<file path="src/rtl/msi_disp_pkg.sv">
`timescale 1ns/1ps
package msi_disp_pkg;
  localparam int WORD_W    = 32;
  localparam int HART_LSB  = 18;
  localparam int HART_W    = 14;
  localparam int GUEST_LSB = 12;
  localparam int GUEST_W   = 6;
  localparam int EIID_LSB  = 0;
  localparam int EIID_W    = 11;

  typedef struct packed {
    logic [HART_W-1:0]  hart;
    logic [GUEST_W-1:0] guest;
    logic [EIID_W-1:0]  eiid;
  } msi_msg_t;

  // Pull the three routing fields out of a register word.
  function automatic msi_msg_t field_split(input logic [WORD_W-1:0] w);
    msi_msg_t m;
    m.hart  = w[HART_LSB +: HART_W];
    m.guest = w[GUEST_LSB +: GUEST_W];
    m.eiid  = w[EIID_LSB +: EIID_W];
    return m;
  endfunction

  // Rebuild a register word; bits outside the fields read as zero.
  function automatic logic [WORD_W-1:0] field_join(input msi_msg_t m);
    logic [WORD_W-1:0] w;
    w = '0;
    w[HART_LSB +: HART_W]   = m.hart;
    w[GUEST_LSB +: GUEST_W] = m.guest;
    w[EIID_LSB +: EIID_W]   = m.eiid;
    return w;
  endfunction

  // Generate-register value: everything kept except the guest field.
  function automatic logic [WORD_W-1:0] gen_keep(input logic [WORD_W-1:0] w);
    logic [WORD_W-1:0] r;
    r = w;
    r[GUEST_LSB +: GUEST_W] = '0;
    return r;
  endfunction
endpackage

</file>
<file path="src/rtl/msi_tgt_store.sv">
`timescale 1ns/1ps
module msi_tgt_store
  import msi_disp_pkg::*;
#(
  parameter int NSRC = 8,
  localparam int IDX_W = $clog2(NSRC),
  localparam int SLOTS = 1 << IDX_W
) (
  input  logic              clk,
  input  logic              rst_n,
  input  logic              wr_en,
  input  logic [IDX_W-1:0]  wr_idx,
  input  logic [WORD_W-1:0] wr_data,
  input  logic [IDX_W-1:0]  rd_idx,
  output logic [WORD_W-1:0] rd_word,
  input  logic [IDX_W-1:0]  scan_idx,
  output msi_msg_t          scan_msg
);
  logic [SLOTS-1:0] live;
  msi_msg_t ent [SLOTS];

  for (genvar i = 0; i < SLOTS; i++) begin : g_live
    assign live[i] = (i != 0) && (i < NSRC);
  end

  always_ff @(posedge clk) begin
    if (!rst_n) begin
      for (int k = 0; k < SLOTS; k++) ent[k] <= '0;
    end else if (wr_en && live[wr_idx]) begin
      ent[wr_idx] <= field_split(wr_data);
    end
  end

  assign rd_word  = live[rd_idx] ? field_join(ent[rd_idx]) : '0;
  assign scan_msg = ent[scan_idx];
endmodule

</file>
<file path="src/rtl/msi_scan.sv">
`timescale 1ns/1ps
module msi_scan #(
  parameter int NSRC = 8,
  localparam int IDX_W = $clog2(NSRC)
) (
  input  logic             clk,
  input  logic             rst_n,
  input  logic             restart,
  input  logic             dom_ie,
  input  logic [NSRC-1:0]  src_pend,
  input  logic [NSRC-1:0]  src_en,
  input  logic             slot_free,
  input  logic             gen_busy,
  output logic [IDX_W-1:0] ptr,
  output logic             load,
  output logic [NSRC-1:0]  pend_clr
);
  localparam logic [IDX_W-1:0] FIRST = IDX_W'(1);
  localparam logic [IDX_W-1:0] LAST  = IDX_W'(NSRC - 1);

  function automatic logic [IDX_W-1:0] step(input logic [IDX_W-1:0] p);
    return (p == LAST) ? FIRST : p + IDX_W'(1);
  endfunction

  logic [IDX_W-1:0] ptr_q;
  logic hit;

  assign hit  = dom_ie & src_pend[ptr_q] & src_en[ptr_q];
  assign load = hit & slot_free & ~gen_busy;
  assign ptr  = ptr_q;

  for (genvar i = 0; i < NSRC; i++) begin : g_clr
    assign pend_clr[i] = load && (ptr_q == IDX_W'(i));
  end

  always_ff @(posedge clk) begin
    if (!rst_n)              ptr_q <= FIRST;
    else if (restart)        ptr_q <= FIRST;
    else if (hit && !load)   ptr_q <= ptr_q;
    else                     ptr_q <= step(ptr_q);
  end
endmodule

</file>
<file path="src/rtl/msi_out_slot.sv">
`timescale 1ns/1ps
module msi_out_slot
  import msi_disp_pkg::*;
(
  input  logic     clk,
  input  logic     rst_n,
  input  logic     load,
  input  msi_msg_t load_msg,
  input  logic     ready,
  output logic     valid,
  output msi_msg_t msg,
  output logic     free
);
  assign free = ~valid | ready;

  always_ff @(posedge clk) begin
    if (!rst_n) begin
      valid <= 1'b0;
      msg   <= '0;
    end else if (load) begin
      valid <= 1'b1;
      msg   <= load_msg;
    end else if (ready) begin
      valid <= 1'b0;
    end
  end
endmodule

</file>
<file path="src/rtl/msi_dispatch.sv">
`timescale 1ns/1ps
module msi_dispatch
  import msi_disp_pkg::*;
#(
  parameter int NSRC = 8,
  localparam int IDX_W = $clog2(NSRC)
) (
  input  logic               clk,
  input  logic               rst_n,
  input  logic               dom_ie,
  input  logic               reg_wr,
  input  logic [NSRC-1:0]    src_pend,
  input  logic [NSRC-1:0]    src_en,
  output logic [NSRC-1:0]    pend_clr,
  input  logic               tgt_wr,
  input  logic [IDX_W-1:0]   tgt_wr_idx,
  input  logic [WORD_W-1:0]  tgt_wr_data,
  input  logic [IDX_W-1:0]   tgt_rd_idx,
  output logic [WORD_W-1:0]  tgt_rd_data,
  input  logic               gen_wr,
  input  logic [WORD_W-1:0]  gen_wr_data,
  output logic [WORD_W-1:0]  gen_rd_data,
  output logic               msg_valid,
  input  logic               msg_ready,
  output logic [HART_W-1:0]  msg_hart,
  output logic [GUEST_W-1:0] msg_guest,
  output logic [EIID_W-1:0]  msg_eiid
);
  logic [IDX_W-1:0]  scan_ptr;
  msi_msg_t          scan_msg;
  logic              slot_free;
  logic              load_scan;
  logic              load_gen;
  logic              restart;
  msi_msg_t          slot_in;
  msi_msg_t          slot_msg;
  logic [WORD_W-1:0] gen_q;
  msi_msg_t          gen_msg_q;
  logic              gen_pend_q;

  assign restart  = reg_wr | tgt_wr | gen_wr;
  assign load_gen = gen_pend_q & slot_free;
  assign slot_in  = load_gen ? gen_msg_q : scan_msg;

  msi_tgt_store #(.NSRC(NSRC)) u_store (
    .clk(clk), .rst_n(rst_n),
    .wr_en(tgt_wr), .wr_idx(tgt_wr_idx), .wr_data(tgt_wr_data),
    .rd_idx(tgt_rd_idx), .rd_word(tgt_rd_data),
    .scan_idx(scan_ptr), .scan_msg(scan_msg)
  );

  msi_scan #(.NSRC(NSRC)) u_scan (
    .clk(clk), .rst_n(rst_n), .restart(restart), .dom_ie(dom_ie),
    .src_pend(src_pend), .src_en(src_en), .slot_free(slot_free),
    .gen_busy(gen_pend_q), .ptr(scan_ptr), .load(load_scan),
    .pend_clr(pend_clr)
  );

  msi_out_slot u_slot (
    .clk(clk), .rst_n(rst_n), .load(load_scan | load_gen),
    .load_msg(slot_in), .ready(msg_ready), .valid(msg_valid),
    .msg(slot_msg), .free(slot_free)
  );

  always_ff @(posedge clk) begin
    if (!rst_n) begin
      gen_q      <= '0;
      gen_msg_q  <= '0;
      gen_pend_q <= 1'b0;
    end else if (gen_wr) begin
      gen_q      <= gen_keep(gen_wr_data);
      gen_msg_q  <= field_split(gen_keep(gen_wr_data));
      gen_pend_q <= 1'b1;
    end else if (load_gen) begin
      gen_pend_q <= 1'b0;
    end
  end

  assign gen_rd_data = gen_q;
  assign msg_hart    = slot_msg.hart;
  assign msg_guest   = slot_msg.guest;
  assign msg_eiid    = slot_msg.eiid;
endmodule

</file>
<file path="config.mk">
export PLATFORM = sky130hd
export DESIGN_NAME = msi_dispatch
export DESIGN_NICKNAME = d
export VERILOG_FILES = /design/src/rtl/msi_disp_pkg.sv /design/src/rtl/msi_tgt_store.sv /design/src/rtl/msi_scan.sv /design/src/rtl/msi_out_slot.sv /design/src/rtl/msi_dispatch.sv
export SDC_FILE = /design/constraint.sdc
export NUM_CORES = 1
export LEC_CHECK = 0
export ABC_CLOCK_PERIOD_IN_PS = 3920
export BUFFER_PORTS_ARGS = -buffer_cell sky130_fd_sc_hd__buf_2
export CAP_MARGIN = 20
export CORE_MARGIN = 4
export CORE_UTILIZATION = 59
export DETAILED_ROUTE_END_ITERATION = 6
export PLACE_DENSITY = 0.8
export SETUP_SLACK_MARGIN = 0.3
export SLEW_MARGIN = 15
export SYNTH_ARGS = -nofsm -noshare
export SYNTH_HDL_FRONTEND = slang
export SYNTH_HIERARCHICAL = 1
export SYNTH_SLANG_ARGS = --single-unit
export TNS_END_PERCENT = 20
</file>
<file path="constraint.sdc">
create_clock -name clk -period 3.92 [get_ports clk]
set_input_delay 0.588 -clock clk [delete_from_list [all_inputs] [get_ports clk]]
set_output_delay 0.588 -clock clk [all_outputs]
set_load 0.01 [all_outputs]
</file>
==> impl_metrics.py, run 1 <==
metrics = {
    "min_path": {
        "worstHoldPathType": "in -> reg",
        "hold_path_startpoint": "gen_wr_data[30]",
    },
    "critical_path": {
        "worstSetupStartpointType": "flop",
        "timing.critical_path.fanout_max": 20,
        "r2r_setup_slack_ns": 0.90,
        "cp_slowest_cell": "dfxtp_4",
        "critical_path_required_ns": 3.33,
        "list_of_cells_traversed_by_the_critical_path": "inv_2 > mux4_2 > mux2_4 > nor2_4 > and2_1 > buf_2",
        "worst-setup-path-type": "reg -> out",
        "arrival_ns": 2.45,
        "crit_path_max_incr_delay_ns": 0.57,
        "endpoint_kind": "primary output",
        "launch_point_of_the_worst_path": "u_scan/ptr[0]$_SDFFE_PP1N_",
        "r2r-start": "u_scan/ptr[0]$_SDFFE_PP1N_",
    },
    "detailed_routing": {
        "routed_wl_mm": 40.2,
        "detailedRoute.firstPassIterationCount": 7,
        "wl_per_cell_microns": 24.3,
        "remaining_routing_drc_violations": 0,
        "postRouteAntennaNets": 0,
        "drt_first_iter_violations": 1021,
        "post_drt_via_cell_ratio": 6.12,
        "detailroute.via_count": 10100,
    },
    "clocking": {
        "clock_tree_from_tritoncts": "built",
        "h-tree-depth": 1,
        "postCtsHoldBufs": 0,
        "post_cts_resized": 0,
        "numCtsBuffers": 31,
        "clkLatencyLatePin_ns": 0.56,
        "clock_tree.root_cell": "clkbuf_16",
        "clkTransAtPathRegs_ns": 0.06,
        "clkSinkCount": 310,
        "cts.path.max_buffers": 3,
        "post_cts_buffers": 0,
    },
    "sta": {
        "final-hold-violation-count": 0,
        "fin_worst_skew_ns": 0.00783,
        "final_setup_fails": 0,
        "worst_slew_margin_relative_to_its_limit_pct": 39.3,
        "timing.final.crit_period_ns": 3.04,
        "maxClockFrequency_mhz": 329,
        "period_share_pct": 77.6,
        "number_of_pins_exceeding_their_max_slew_limit_in_the_final_report": 0,
        "setup_tns_ns": 0,
        "grt_setup_unrepaired": "false",
        "worst_slew_pin_slew_ns": 0.907,
    },
    "die": {
        "design.core.area_sq_mm": 0.0263,
        "die_height_microns": 172,
        "top_level_ports": 197,
        "core.rowCount": 59,
        "initial_core_utilization_pct": 60.4,
        "die_width_microns": 172,
        "die-area_sq_mm": 0.0296,
    },
    "cells_and_area": {
        "finish.cell_count_without_fillers": 1658,
        "flow.area_growth_from_synthesis_pct": 14.8,
        "fraction_of_layout_instances_using_a_drive_strength_above_1_pct": 28.2,
        "nNetsFinal": 1394,
        "final_cell_area_sq_mm": 0.0182,
        "layout.filler_cells": 1783,
    },
    "power_and_ir_drop": {
        "power_per_cell_area_mw_per_mm2": 423,
        "p_clk_share_pct": 38.2,
        "combPwrFrac_pct": 11.6,
        "intPower_mw": 5.90,
        "switching_power_mw": 1.81,
        "power_switching_share_pct": 23.5,
        "p_seq_share_pct": 50.2,
        "power.static_leakage_nw": 7.26,
        "peakVddDrop_v": 0.000442,
    },
    "yosys": {
        "synth-main-ff-cell": "edfxtp_1",
        "synth-warning-count": 6,
        "syn_inst": 1094,
        "synth_area_sq_mm": 0.0159,
        "synthMostInstantiatedCell": "edfxtp_1",
        "synth_top_cell_by_area": "edfxtp_1",
        "yosys.area.top_type_share_pct": 46.9,
        "syn_area_per_cell_sq_um": 14.5,
        "async_flop_share_pct": 0,
        "synth.area.top_cells": "edfxtp_1 47%, mux4_1 10%, and2_1 9.1%",
        "ys_seq_elements": 310,
        "synthDistinctLibCells": 42,
        "synth.top_cells.by_count": "248 x edfxtp_1, 232 x and2_1, 120 x mux2i_1",
        "synth_seq_area_share_pct": 54.7,
        "synth_edf_count": 248,
    },
    "placed_design": {
        "detailedPlacementHpwl_mm": 25.1,
        "placed_cell_area_sq_mm": 0.0172,
        "placedCellCount": 1597,
        "buffer_ports.inserted": 182,
        "globalplace.congestion": 0.801,
    },
    "global_routing": {
        "antenna_violations_before_repair": 8,
        "grt.overflow.total": 0,
        "grt_first_pass_wirelength_mm": 60.5,
        "gr_usage_total_pct": 26.8,
        "grt_max_degree": 96,
        "vias_in_the_first_global_route": 10300,
    },
    "status": {
        "result_of_the_run": "complete, no violations",
    },
    "run": {
        "max-cap-violations": 0,
    },
}
[sequential cells by signal (all words and copies together) (netlist names)]
name / cells
u_slot/msg: 31
u_slot/valid: 1
u_store/ent: 248
u_scan/ptr: 3
gen_msg_q: 24
gen_rd_data: 2
gen_pend_q: 1
[routing by layer]
layer | part of all wire [%] | track usage (%) | up-vias | routed length, microns
met3 | 11 | 7.64 | 92 | 4300
met1 | 41 | 36.6 | 4965 | 16600
li1 | - | - | 4537 | -
met4 | 2.2 | 6.94 | 10 | 866
met5 | 0.17 | 0 | - | 69
met2 | 46 | 42.9 | 536 | 18400
[worst max-delay path: cells and delay by family (launching register included)]
kind          cells  cell delay (ns)
mux               2             0.82
buf+inv           2             0.27
flops             1             0.57
simple gates      2             0.23
[power by group through the flow]
stage	Combinational (mW)	Sequential [mW]	Clock (mW)
floorplan	0.558	3.93	0
global placement	0.873	3.92	0
detailed placement	0.885	3.94	0
CTS	0.889	3.87	2.99
global route	0.959	3.89	3.12
finish	0.893	3.87	2.94
[stage by stage]
stage          power, mW  util [%]  worst slack (ns)  hold WS (ns)
6_report            7.71      69.4             0.879         0.287
3_5_place_dp        4.82      65.5             0.983         0.497
3_3_place_gp        4.79      65.5              1.03         0.492
5_1_grt             7.97      69.3             0.797         0.286
2_1_floorplan       4.48         -             0.260         0.538
4_1_cts             7.75      69.3             0.866         0.272
[cell usage in the layout, fill, tap and decap left out, drive strengths merged, types with 3 or more instances in the layout]
cell	n
nor2	7
dfxtp	62
ha	6
clkinvlp	3
conb	38
inv	7
mux2i	120
bufinv	3
mux2	88
and2	233
mux4	64
nor2b	60
a221oi	58
nor3	5
o21ai	7
clkbuf	41
clkinv	10
nand2	14
buf	221
diode	4
edfxtp	248
nand2b	7
[worst paths after layout]
check,cells after the start,to
max,6,pend_clr[7]
min,3,gen_msg_q[29]$_SDFFE_PN0P_
max reg2reg,6,u_slot/msg[24]$_SDFFE_PN0P_
min reg2reg,2,u_slot/msg[15]$_SDFFE_PN0P_
[cells by family (layout without fill, tap and decap cells)]
family	Yosys count	after routing	synth area share (%)
AOI/OAI and AO/OA	77	77	3.96
DFF	310	310	54.7
adders and majority gates	6	6	0.473
and+or+nand+nor	331	331	12.8
muxes	272	272	24.4
buffers and inverters	96	285	3.60
other	2	42	0.0473
[final cells by class]
| cell class | instances | area, sq um | area share [%] |
|---|---|---|---|
| Tap cell | 335 | 419 | 2.30 |
| Antenna cell | 4 | 10.0 | 0.0549 |
| Multi-Input combinational cell | 724 | 6830 | 37.4 |
| Clock inverter | 16 | 158 | 0.865 |
| Timing Repair Buffer | 221 | 1240 | 6.82 |
| Sequential cell | 310 | 8690 | 47.7 |
| Inverter | 7 | 26.3 | 0.144 |
| Clock buffer | 41 | 855 | 4.69 |
Power figures use the tool's default switching activity.
==> run 2: changes to the inputs <==
Settings changed: ABC_AREA set to 1, ABC_CLOCK_PERIOD_IN_PS 3920 to 3000, PLACE_DENSITY 0.8 to 0.79.
Clock period 3.92 ns to 3 ns, I/O delays scaled along.
==> run 2 against run 1 <==
Clock skew up 0.0011 ns. Hold slack worse by 0.12 ns. Synthesized cell count is 110% higher. Power rose by 40%. Die area rose by 7.0%. Combinational power grew 69%. Routed wire length grew 29%. Count of clock-buffer cells in the layout increased by 4. Sequential share of layout area down 2.8 points. Largest power group unchanged.
==> impl_metrics.py, run 2 <==
metrics = {
    "status": {
        "result_of_the_run": "complete, no violations",
    },
    "sta": {
        "whs_ns": 0.167,
        "worst_slew_pin_slew_ns": 0.642,
        "worst_slew_margin_relative_to_its_limit_pct": 57.2,
        "grt_setup_unrepaired": "false",
        "final-hold-violation-count": 0,
        "period_share_pct": 86.4,
        "number_of_pins_exceeding_their_max_slew_limit_in_the_final_report": 0,
        "fin_worst_skew_ns": 0.00893,
        "maxClockFrequency_mhz": 386,
        "final_setup_fails": 0,
        "timing.final.crit_period_ns": 2.59,
        "setup_tns_ns": 0,
    },
    "global_routing": {
        "grt.overflow.total": 0,
        "grt_max_degree": 126,
        "vias_in_the_first_global_route": 15100,
        "gr_usage_total_pct": 31.8,
        "antenna_violations_before_repair": 1,
        "grt_first_pass_wirelength_mm": 78.7,
    },
    "clocking": {
        "clkSinkCount": 310,
        "clkTransAtPathRegs_ns": 0.06,
        "post_cts_resized": 0,
        "h-tree-depth": 2,
        "clock_tree_from_tritoncts": "built",
        "clkLatencyLatePin_ns": 0.51,
        "clock_tree.root_cell": "clkbuf_16",
        "postCtsHoldBufs": 0,
        "post_cts_buffers": 0,
        "numCtsBuffers": 35,
        "cts.path.max_buffers": 3,
    },
    "critical_path": {
        "endpoint_kind": "primary output",
        "timing.critical_path.fanout_max": 125,
        "cp_slowest_cell": "buf_12",
        "timing.critical_path.buf_inv": 4,
        "critical_path_required_ns": 2.55,
        "list_of_cells_traversed_by_the_critical_path": "buf_4 > buf_12 > nor2_1 > nand2_1 > buf_4 > nand2_1 > nor2_1 > buf_2",
        "arrival_ns": 2.14,
        "worstSetupStartpointType": "input pin",
        "crit_family": "buffers and inverters",
        "crit_path_max_incr_delay_ns": 0.49,
        "worst-setup-path-type": "in -> out",
    },
    "cells_and_area": {
        "flow.area_growth_from_synthesis_pct": 13.6,
        "leading_registers_by_flop_count": "u_store/ent: 248 flops, u_slot/msg: 31 flops, gen_msg_q: 24 flops",
        "fraction_of_layout_instances_using_a_drive_strength_above_1_pct": 12.4,
        "final_cell_area_sq_mm": 0.0194,
        "top_register": "u_store/ent",
        "finish.cell_count_without_fillers": 2800,
        "nNetsFinal": 2498,
        "most_common_library_cell_in_the_layout_ignoring_fill_and_taps": "nand2_1",
        "flip_flop_count_of_the_largest_register_after_layout": 248,
        "final_cell_mix": "656 x nand2_1, 413 x nor2_1, 301 x inv_1",
    },
    "die": {
        "die-area_sq_mm": 0.0317,
        "die_width_microns": 178,
        "die_height_microns": 178,
        "initial_core_utilization_pct": 60.5,
        "top_level_ports": 197,
        "core.rowCount": 61,
        "design.core.area_sq_mm": 0.0282,
    },
    "yosys": {
        "ys_seq_elements": 310,
        "synth.area.top_cells": "edfxtp_1 44%, nand2_1 14%, nor2_1 9.1%",
        "synth_edf_count": 248,
        "synth_area_sq_mm": 0.0170,
        "synthMostInstantiatedCell": "nand2_1",
        "syn_area_per_cell_sq_um": 7.60,
        "synth_top_cell_by_area": "edfxtp_1",
        "synthDistinctLibCells": 31,
        "synth-warning-count": 6,
        "synth-main-ff-cell": "edfxtp_1",
        "synth_seq_area_share_pct": 51.0,
        "async_flop_share_pct": 0,
        "syn_inst": 2244,
        "yosys.area.top_type_share_pct": 43.7,
        "synth.top_cells.by_count": "656 x nand2_1, 413 x nor2_1, 301 x inv_1",
    },
    "placed_design": {
        "detailedPlacementHpwl_mm": 31.1,
        "globalplace.congestion": 0.841,
        "placed_cell_area_sq_mm": 0.0182,
        "placedCellCount": 2740,
        "buffer_ports.inserted": 182,
    },
    "detailed_routing": {
        "detailroute.via_count": 15900,
        "post_drt_via_cell_ratio": 5.67,
        "routed_wl_mm": 51.7,
        "postRouteAntennaNets": 0,
        "remaining_routing_drc_violations": 0,
        "drt_first_iter_violations": 1991,
        "wl_per_cell_microns": 18.5,
        "detailedRoute.firstPassIterationCount": 6,
    },
    "power_and_ir_drop": {
        "power_per_cell_area_mw_per_mm2": 558,
        "power.static_leakage_nw": 9.75,
        "peakVddDrop_v": 0.000460,
        "final_total_power_mw": 10.8,
    },
    "min_path": {
        "worstHoldPathType": "in -> reg",
    },
    "run": {
        "max-cap-violations": 0,
    },
}
[run 2: logic make-up (layout without fill, tap and decap cells)]
logic type / Yosys count / after routing / synth area share [%]
adders and majority gates: 6 / 6 / 0.440
DFF: 310 / 310 / 51.0
and+or+nand+nor: 1258 / 1258 / 29.5
other: 2 / 39 / 0.0441
AOI/OAI and AO/OA: 215 / 215 / 7.74
buffers and inverters: 453 / 594 / 11.3
[run 2: metal layers]
| metal | vias up | track usage [%] | routed length (microns) | share of wire (%) |
|---|---|---|---|---|
| li1 | 7339 | - | - | - |
| met1 | 7267 | 41.3 | 18800 | 36 |
| met2 | 1101 | 53.2 | 23900 | 46 |
| met3 | 179 | 4.96 | 6690 | 13 |
| met4 | 0 | 13.9 | 2280 | 4.4 |
| met5 | - | 0 | 0 | 0 |
[run 2: layout make-up]
type	instances	area (sq um)
timing repair buffer	228	1330
antenna	1	2.50
tap	378	473
clock buffer	45	956
clock inverter	14	166
fill	2196	8810
inverter	307	1160
sequential	310	8700
multi-input combinational	1517	6570
[run 2: final timing paths]
path                               startpoint                           to  slack [ns]  depth (start not counted)
hold reg to reg   u_slot/msg[12]$_SDFFE_PN0P_  u_slot/msg[12]$_SDFFE_PN0P_        0.49                          2
hold / removal                 gen_wr_data[8]    gen_msg_q[8]$_SDFFE_PN0P_        0.17                          3
setup reg to reg   u_scan/ptr[0]$_SDFFE_PP1N_   u_slot/msg[6]$_SDFFE_PN0P_        0.66                         11
setup / recovery                tgt_rd_idx[0]              tgt_rd_data[19]        0.41                          8
[run 2: per-stage QoR]
stage / utilization [%] / setup WS (ns)
final: 68.7 / 0.409
after global routing: 68.7 / 0.352
after CTS: 68.7 / 0.488
after detailed placement: 64.7 / 0.491
after global placement: 64.7 / 0.506
after floorplan: - / 0.703
[run 2: power by group]
part | switching [mW] | internal (mW) | leakage, nW
clock network | 1.65 | 2.58 | 0.547
registers | 0.135 | 4.93 | 2.89
logic | 1.05 | 0.467 | 6.30
total | 2.83 | 7.98 | 9.74
[run 2: tightest hold or removal path: stages]
cell and delay, ns:
buf_2 0.08, nor2_1 0.03, nor2_1 0.08
